**src/rtl/irq_router_pkg.sv**
```systemverilog
package irq_router_pkg;

   localparam int NSRC   = 3;
   localparam int SRC_W  = 2;
   localparam int CODE_W = 3;

   typedef enum logic [SRC_W-1:0] {
      SRC_TMR = 2'd0,
      SRC_SER = 2'd1,
      SRC_PAR = 2'd2
   } src_e;

   // Source index at chain position pos (0 = highest) for a given code.
   // Row layout: {pos2, pos1, pos0}.
   function automatic logic [SRC_W-1:0] order_at(input logic [CODE_W-1:0] code, input int pos);
      logic [NSRC*SRC_W-1:0] row;
      case (code)
         3'd0:    row = {SRC_PAR, SRC_SER, SRC_TMR};
         3'd1:    row = {SRC_PAR, SRC_TMR, SRC_SER};
         3'd2:    row = {SRC_SER, SRC_PAR, SRC_TMR};
         3'd3:    row = {SRC_TMR, SRC_SER, SRC_PAR};
         3'd4:    row = {SRC_SER, SRC_TMR, SRC_PAR};
         3'd5:    row = {SRC_TMR, SRC_PAR, SRC_SER};
         default: row = {SRC_PAR, SRC_SER, SRC_TMR};
      endcase
      return row[pos*SRC_W +: SRC_W];
   endfunction

endpackage

```
**src/rtl/irq_io_decode.sv**
```systemverilog
module irq_io_decode #(
   parameter int                      ADDR_W    = 16,
   parameter int                      DEC_W     = 8,
   parameter int                      WIN_LG2   = 2,
   parameter int                      NWIN      = 3,
   parameter logic [NWIN*DEC_W-1:0]   WIN_BASES = {8'h1C, 8'h18, 8'h10},
   parameter logic [DEC_W-1:0]        REG_ADDR  = 8'hF4
) (
   input  logic [ADDR_W-1:0] addr,
   output logic [NWIN-1:0]   win_sel,
   output logic              reg_hit
);
   localparam int TAG_W = DEC_W - WIN_LG2;

   if (DEC_W > ADDR_W) begin : g_chk_dec
      $error("irq_io_decode: DEC_W exceeds ADDR_W");
   end
   if (WIN_LG2 >= DEC_W) begin : g_chk_win
      $error("irq_io_decode: window larger than decoded space");
   end

   logic [DEC_W-1:0] low;
   assign low = addr[DEC_W-1:0];

   for (genvar w = 0; w < NWIN; w++) begin : g_win
      localparam logic [DEC_W-1:0] BASE = WIN_BASES[w*DEC_W +: DEC_W];
      assign win_sel[w] = (low[DEC_W-1:WIN_LG2] == BASE[DEC_W-1:WIN_LG2]);
   end

   assign reg_hit = (low == REG_ADDR);

   logic unused_tag;
   assign unused_tag = ^TAG_W;
endmodule

```
**src/rtl/irq_prio_reg.sv**
```systemverilog
module irq_prio_reg #(
   parameter int DATA_W = 8,
   parameter int CODE_W = 3,
   parameter int NCODES = 6
) (
   input  logic              clk,
   input  logic              rst_n,
   input  logic              wr_en,
   input  logic [DATA_W-1:0] wr_data,
   output logic [CODE_W-1:0] code,
   output logic              undef_seen
);
   localparam logic [CODE_W-1:0] FOLD_MASK = CODE_W'((1 << (CODE_W-1)) - 1);
   localparam logic [CODE_W-1:0] LIMIT     = CODE_W'(NCODES);

   if (DATA_W < CODE_W) begin : g_chk_w
      $error("irq_prio_reg: data bus narrower than code");
   end
   if (NCODES > (1 << CODE_W)) begin : g_chk_n
      $error("irq_prio_reg: too many codes for CODE_W");
   end

   logic [CODE_W-1:0] raw;
   logic              undef;
   assign raw   = wr_data[CODE_W-1:0];
   assign undef = (raw >= LIMIT);

   always_ff @(posedge clk or negedge rst_n) begin
      if (!rst_n) begin
         code       <= '0;
         undef_seen <= 1'b0;
      end else if (wr_en) begin
         code <= undef ? (raw & FOLD_MASK) : raw;
         if (undef) undef_seen <= 1'b1;
      end
   end
endmodule

```
**src/rtl/irq_daisy_route.sv**
```systemverilog
module irq_daisy_route
   import irq_router_pkg::*;
#(
   parameter int N = 3
) (
   input  logic [CODE_W-1:0] code,
   input  logic [N-1:0]      req,
   input  logic [N-1:0]      ius,
   input  logic              ext_req,
   output logic [N:0]        grant,
   output logic              ext_en
);
   if (N != NSRC) begin : g_chk_n
      $error("irq_daisy_route: order table covers exactly NSRC sources");
   end

   logic [SRC_W-1:0] sel [N];
   logic [N:0]       en;
   logic [N-1:0]     win_pos;
   logic [N*N-1:0]   hit;

   assign en[0] = 1'b1;

   for (genvar p = 0; p < N; p++) begin : g_pos
      assign sel[p]     = order_at(code, p);
      assign win_pos[p] = en[p] & req[sel[p]] & ~ius[sel[p]];
      assign en[p+1]    = en[p] & ~req[sel[p]] & ~ius[sel[p]];
   end

   for (genvar s = 0; s < N; s++) begin : g_src
      for (genvar p = 0; p < N; p++) begin : g_map
         assign hit[s*N + p] = win_pos[p] & (sel[p] == SRC_W'(s));
      end
      assign grant[s] = |hit[s*N +: N];
   end

   assign ext_en   = en[N];
   assign grant[N] = en[N] & ext_req;
endmodule

```
**src/rtl/irq_prio_router.sv**
```systemverilog
module irq_prio_router
   import irq_router_pkg::*;
#(
   parameter int              ADDR_W   = 16,
   parameter int              DATA_W   = 8,
   parameter int              DEC_W    = 8,
   parameter logic [7:0]      PRIO_REG = 8'hF4,
   parameter logic [7:0]      TMR_BASE = 8'h10,
   parameter logic [7:0]      SER_BASE = 8'h18,
   parameter logic [7:0]      PAR_BASE = 8'h1C
) (
   input  logic              clk,
   input  logic              rst_n,
   input  logic [ADDR_W-1:0] io_addr,
   input  logic [DATA_W-1:0] io_data,
   input  logic              io_wr,
   input  logic [NSRC-1:0]   src_req,
   input  logic [NSRC-1:0]   src_ius,
   input  logic              ext_req,
   output logic              cs_timer,
   output logic              cs_serial,
   output logic              cs_parallel,
   output logic [NSRC:0]     grant,
   output logic              ext_chain_en,
   output logic              cpu_int,
   output logic              bad_code
);
   localparam int NWIN = NSRC;

   if (DEC_W != 8) begin : g_chk_dec
      $error("irq_prio_router: window constants assume an 8-bit decoded field");
   end

   logic [NWIN-1:0]   win_sel;
   logic              reg_hit;
   logic [CODE_W-1:0] code_q;

   irq_io_decode #(
      .ADDR_W   (ADDR_W),
      .DEC_W    (DEC_W),
      .WIN_LG2  (2),
      .NWIN     (NWIN),
      .WIN_BASES({PAR_BASE, SER_BASE, TMR_BASE}),
      .REG_ADDR (PRIO_REG)
   ) u_dec (
      .addr    (io_addr),
      .win_sel (win_sel),
      .reg_hit (reg_hit)
   );

   irq_prio_reg #(
      .DATA_W (DATA_W),
      .CODE_W (CODE_W),
      .NCODES (6)
   ) u_reg (
      .clk        (clk),
      .rst_n      (rst_n),
      .wr_en      (io_wr & reg_hit),
      .wr_data    (io_data),
      .code       (code_q),
      .undef_seen (bad_code)
   );

   irq_daisy_route #(
      .N (NSRC)
   ) u_route (
      .code    (code_q),
      .req     (src_req),
      .ius     (src_ius),
      .ext_req (ext_req),
      .grant   (grant),
      .ext_en  (ext_chain_en)
   );

   assign cs_timer    = win_sel[SRC_TMR];
   assign cs_serial   = win_sel[SRC_SER];
   assign cs_parallel = win_sel[SRC_PAR];
   assign cpu_int     = |grant;
endmodule

```
**config.mk**
```make
export PLATFORM = sky130hd
export DESIGN_NAME = irq_prio_router
export DESIGN_NICKNAME = d
export VERILOG_FILES = /design/src/rtl/irq_router_pkg.sv /design/src/rtl/irq_io_decode.sv /design/src/rtl/irq_prio_reg.sv /design/src/rtl/irq_daisy_route.sv /design/src/rtl/irq_prio_router.sv
export SDC_FILE = /design/constraint.sdc
export NUM_CORES = 1
export LEC_CHECK = 0
export BUFFER_PORTS_ARGS = -buffer_cell sky130_fd_sc_hd__buf_2
export CAP_MARGIN = 30
export CORE_MARGIN = 4
export CORE_UTILIZATION = 31
export CTS_CLUSTER_SIZE = 10
export DETAILED_ROUTE_END_ITERATION = 10
export SLEW_MARGIN = 20
export SYNTH_ARGS = -nofsm -noshare
export SYNTH_HDL_FRONTEND = slang
export SYNTH_HIERARCHICAL = 1
export SYNTH_SLANG_ARGS = --single-unit
```
**constraint.sdc**
```tcl
create_clock -name clk -period 3.1 [get_ports clk]
set_input_delay 0.155 -clock clk [delete_from_list [all_inputs] [get_ports clk]]
set_output_delay 0.155 -clock clk [all_outputs]
set_load 0.01 [all_outputs]
```
# Word level (Yosys, flattened, before mapping)
# Cells that the tools add are included.
[classes]
magnitude_cmp = 4
eq_ne = 15
muxes = 14
bitwise_logic = 27
reduce_logical = 8
[ops]
columns = ["operator", "count"]
rows = [
  ["$pmux 6 s5", 1],
  ["$and 1x1->1", 21],
  ["$eq 6x3->1 const B", 3],
  ["$bmux 1 s2", 6],
  ["$reduce_or 10->1", 1],
  ["$lt 2x3->1 const B", 3],
  ["$reduce_or 3->1", 3],
  ["$eq 8x8->1 const B", 1],
  ["$eq 2x1->1 const B", 3],
  ["$eq 2x2->1 const B", 3],
  ["$eq 3x2->1 const B", 2],
  ["$eq 3x3->1 const B", 2],
  ["$logic_not 2->1", 3],
  ["$mux 1", 6],
  ["$not 1->1", 6],
  ["$eq 3x1->1 const B", 1],
  ["$ge 3x3->1 const B", 1],
  ["$mux 3", 1],
  ["$reduce_and 2->1", 1],
]
[word_totals]
register_bits = 4
in_bits = 34
output_inout_bits = 10
elab_cells = 70

# Longest topological paths before layout
[logic_depth]
depth_word = 12
mapped_depth = 8
mapped_depth_nobuf = 6

# Modules after synthesis
# Netlist, hierarchy kept.
[modules_own_cells]
columns = ["module", "instances", "cells_each", "area_per_inst_um2", "seq_area_each_um2"]
rows = [
  ["irq_daisy_route", 1, 59, 455.4, 0.0],
  ["irq_prio_reg", 1, 10, 147.6, 100.1],
  ["irq_io_decode", 1, 8, 57.6, 0.0],
  ["irq_prio_router", 1, 2, 13.8, 0.0],
]

# Least setup slack after synthesis
# No wires, ideal clock.
[synth_timing]
path_kind = "reg2out"
from = "register u_reg.code[2]"
to = "output port cpu_int"
t_arrival_ps = 2331
t_required_ps = 2945
slack_ps = 614
path_stages_with_launch = 9
path_buffers = 2
path_cell_list = "dfrtp_1 -> buf_6 -> buf_6 -> nor2_2 -> and2_2 -> nor2_1 -> mux2_2 -> or3_1 -> or4_1"
[synth_between]
elab_chain_len = 12
elab_cells_between_ends = 54
classes_between = "eq/ne (11); mux (13); bitwise (26); reduce/logical (4)"
[synth_lines]
columns = ["item", "line", "rtl"]
rows = [
  ["from (decl)", "irq_prio_reg.sv:10", "output logic [CODE_W-1:0] code,"],
  ["from (signal assigned)", "irq_prio_reg.sv:33", "code <= undef ? (raw & FOLD_MASK) : raw;"],
  ["$eq 3x3->1, or another cell as far along", "irq_router_pkg.sv:17", "case (code)"],
  ["$pmux 6 s5 (*)", "irq_router_pkg.sv:17", ""],
  ["$bmux 1 s2", "irq_daisy_route.sv:26, irq_daisy_route.sv:27", ""],
  ["$mux 1 (implied by the code)", "irq_daisy_route.sv:26, irq_daisy_route.sv:27", ""],
  ["$not 1->1, on equally long branches", "irq_daisy_route.sv:27, irq_daisy_route.sv:26", ""],
  ["$and 1x1->1 (3 in series)", "irq_daisy_route.sv:27", "assign en[p+1] = en[p] & ~req[sel[p]] & ~ius[sel[p]];"],
  ["$and 1x1->1, on equally long branches (2 in series)", "irq_daisy_route.sv:27, irq_daisy_route.sv:26", ""],
  ["$and 1x1->1, on equally long branches", "irq_daisy_route.sv:38, irq_daisy_route.sv:32", ""],
  ["$reduce_or 10->1 (*)", "irq_prio_router.sv:78", "assign cpu_int = |grant;"],
  ["to (decl)", "irq_prio_router.sv:25", "output logic cpu_int,"],
]
# Every way passes the cells marked *; elsewhere a longest branch is shown, timed or not. The select of a mux whose other input is x is not followed.

# Final worst setup path
[layout_timing]
from = "register u_reg.code[0]"
to = "output port cpu_int"
# The elaborated chain is that of the path after synthesis.

==> results.yml <==
outcome:
  status: "finished, final reports clean"
timing:
  finalSetupViolCount: 0
  setup_tns_ps: 0
  rsz0062_at_grt: "no"
  slew_headroom: 0.638
  clock.fmax_mhz: 344
  min_period_over_period: 0.938
  skew_ps: 0
  slew_viol_final: 0
  worstMarginPinSlew_ps: 537
  whs_ps: 164
  final.setup.worst_slack_ps: 193
  finalCriticalPeriod_ps: 2910
  hold_violations: 0
floorplan:
  die_w_um: 54.6
  coreArea_um2: 2020
  num_rows: 16
  die_area_um2: 2990
  start_util: 0.334
  die_h_um: 54.6
  num_io_pins: 44
logic_synthesis:
  synth_edf_count: 0
  ys_seq_area_frac: 0.148
  synth_adder_area_share: 0
  syn_area_um2: 674
  synthArstFlopShare: 1.00
  synthSimpleGateAreaFrac: 0.390
  ys_ff_latch: 4
  syn_nets: 113
  synth_compound_area_frac: 0.219
  synth_flop_cell: "dfrtp_1"
  synth_warnings: 6
  synth_top_family_by_area: "simple AND/OR/NAND/NOR gates"
  synth_cell_type_count: 48
  syn_inst: 79
  avgSynthCellArea_um2: 8.54
  muxShareOfSynthArea: 0.109
  synth_xor_area_frac: 0.0501
route:
  drc_errors: 0
  wl_per_cell_um: 12.9
  vias: 755
  drtAntennaViolNets: 0
  routed_wirelength_um: 1790
  initialDrtViolationCount: 9
  drt-pass1-iter-count: 5
  viasPerCell: 5.43
grt:
  grt_pass1_wl_um: 3130
  overflow: 0
  grt_pass1_vias: 747
  grt_usage: 0.135
  antenna_found_initial: 0
  grt_max_degree: 14
cells_and_area:
  final_common_cell: "buf_2"
  layout-drive-gt1-share: 0.473
  mostFrequentLayoutCells: "buf_2, nor2_1, nand2_1, inv_1, mux2i_1"
  area_delta_synth_final_pct: 30.1
  final_core_util: 0.434
  diodes: 0
  final_nets: 148
setup_path:
  worstPathRequired_ps: 2940
  start_kind: "flop"
  end_kind: "output port"
  arrival_ps: 2750
  crit_path_max_fanout: 11
  critical_path_class: "reg2out"
power_and_ir_drop:
  leakagePower_nw: 0.417
  power_density_nw_per_um2: 255
  ir_worst_vdd_uv: 227
placement:
  port_buffers: 30
  gp_congestion: 0.793
  dp_hpwl_um: 1490
  pre_cts_ws_ps: 386
clocking:
  cts_setup_buffers: 0
  path_clk_slew_ps: 30
  clk_latency_ps: 220
  numClockSinks: 4
  htreeDepth: 1
  cts_buffer_depth: 2
  cts_made_buffers: 3
  cts_tree: "done"
  cts_root_buf: "clkbuf_4"
flow_run:
  max-cap-violations: 0
hold_path:
  hp-class: "in2reg"
[sequential cells by signal, indices dropped and copies added (netlist names)]
signal and cells:
u_reg/code 3, u_reg/undef_seen 1
[synthesized netlist by cell type (2+ instances only)]
master    number  area (um^2)
a21oi_1        2         10.0
and2_1         2         12.5
buf_4          2         15.0
buf_6          2         22.5
dfrtp_1        4          100
inv_1          4         15.0
mux2_2         3         33.8
mux2i_1        4         40.0
nand2_1        4         15.0
nand3b_1       2         15.0
nand4b_1       2         17.5
nor2_1         5         18.8
nor3_1         2         10.0
nor4_1         3         18.8
o21ai_0        3         15.0
or3_1          3         18.8
[path summary, 6_finish.rpt]
kind	to	cells past startpoint	slack, ps	start
min	u_reg/code[0]$_DFFE_PN0P_	2	160	io_data[0]
max	cpu_int	7	190	u_reg/code[0]$_DFFE_PN0P_
max reg2reg	u_reg/code[1]$_DFFE_PN0P_	2	2030	u_reg/code[1]$_DFFE_PN0P_
min reg2reg	u_reg/undef_seen$_DFFE_PN0P_	1	470	u_reg/undef_seen$_DFFE_PN0P_
max in group asynchronous	u_reg/code[2]$_DFFE_PN0P_	2	2710	rst_n
min in group asynchronous	u_reg/undef_seen$_DFFE_PN0P_	2	260	rst_n
[kinds of logic after synthesis]
| family | after synthesis |
|---|---|
| multiplexers | 7 |
| AND/OR/NAND/NOR | 37 |
| flip-flops | 4 |
| AO/OA/AOI/OAI | 19 |
| XOR/XNOR | 3 |
| buffers and inverters | 9 |
[per-stage QoR]
step | power, mW | std cells | cell area, um^2
after floorplan | 0.128 | 79 | 674
after global placement | 0.158 | 135 | 843
after detailed placement | 0.161 | 135 | 843
after CTS | 0.226 | 139 | 876
after global routing | 0.239 | 139 | 877
final | 0.223 | 139 | 877
[routing by layer]
layer,part of all wire,track usage,up-vias
li1,-,-,372
met5,0,0,-
met4,0,0.0415,0
met2,0.47,0.228,33
met3,0.075,0.00817,0
met1,0.45,0.182,350
[layout make-up]
type                       count  area (um^2)
fill                         203         1140
multi-input combinational     66          518
timing repair buffer          34          183
sequential                     4          101
tap                           27         33.8
clock buffer                   3         22.5
inverter                       5         18.8
[repair_timing]
| action | in CTS | in global routing |
|---|---|---|
| gates resized for setup | 0 | 1 |
| endpoints found under the hold margin | 4 | 0 |
| setup endpoints to repair | 0 | 1 |
| hold buffers | 1 | 0 |
[report_power, final]
group          total [mW]  switching [mW]  internal, mW
Clock              0.0617          0.0186        0.0431
Sequential         0.0639         0.00860        0.0553
Combinational      0.0977          0.0507        0.0469
[worst max-delay path, cell delays in order, from the launching register on]
cell,delay (ps)
dfrtp_1,560
nand4bb_1,240
nand4_4,140
nor2_1,260
mux2_2,370
or3_1,310
or4_1,490
buf_2,150
Note: power is estimated with default switching activity, not from simulation.
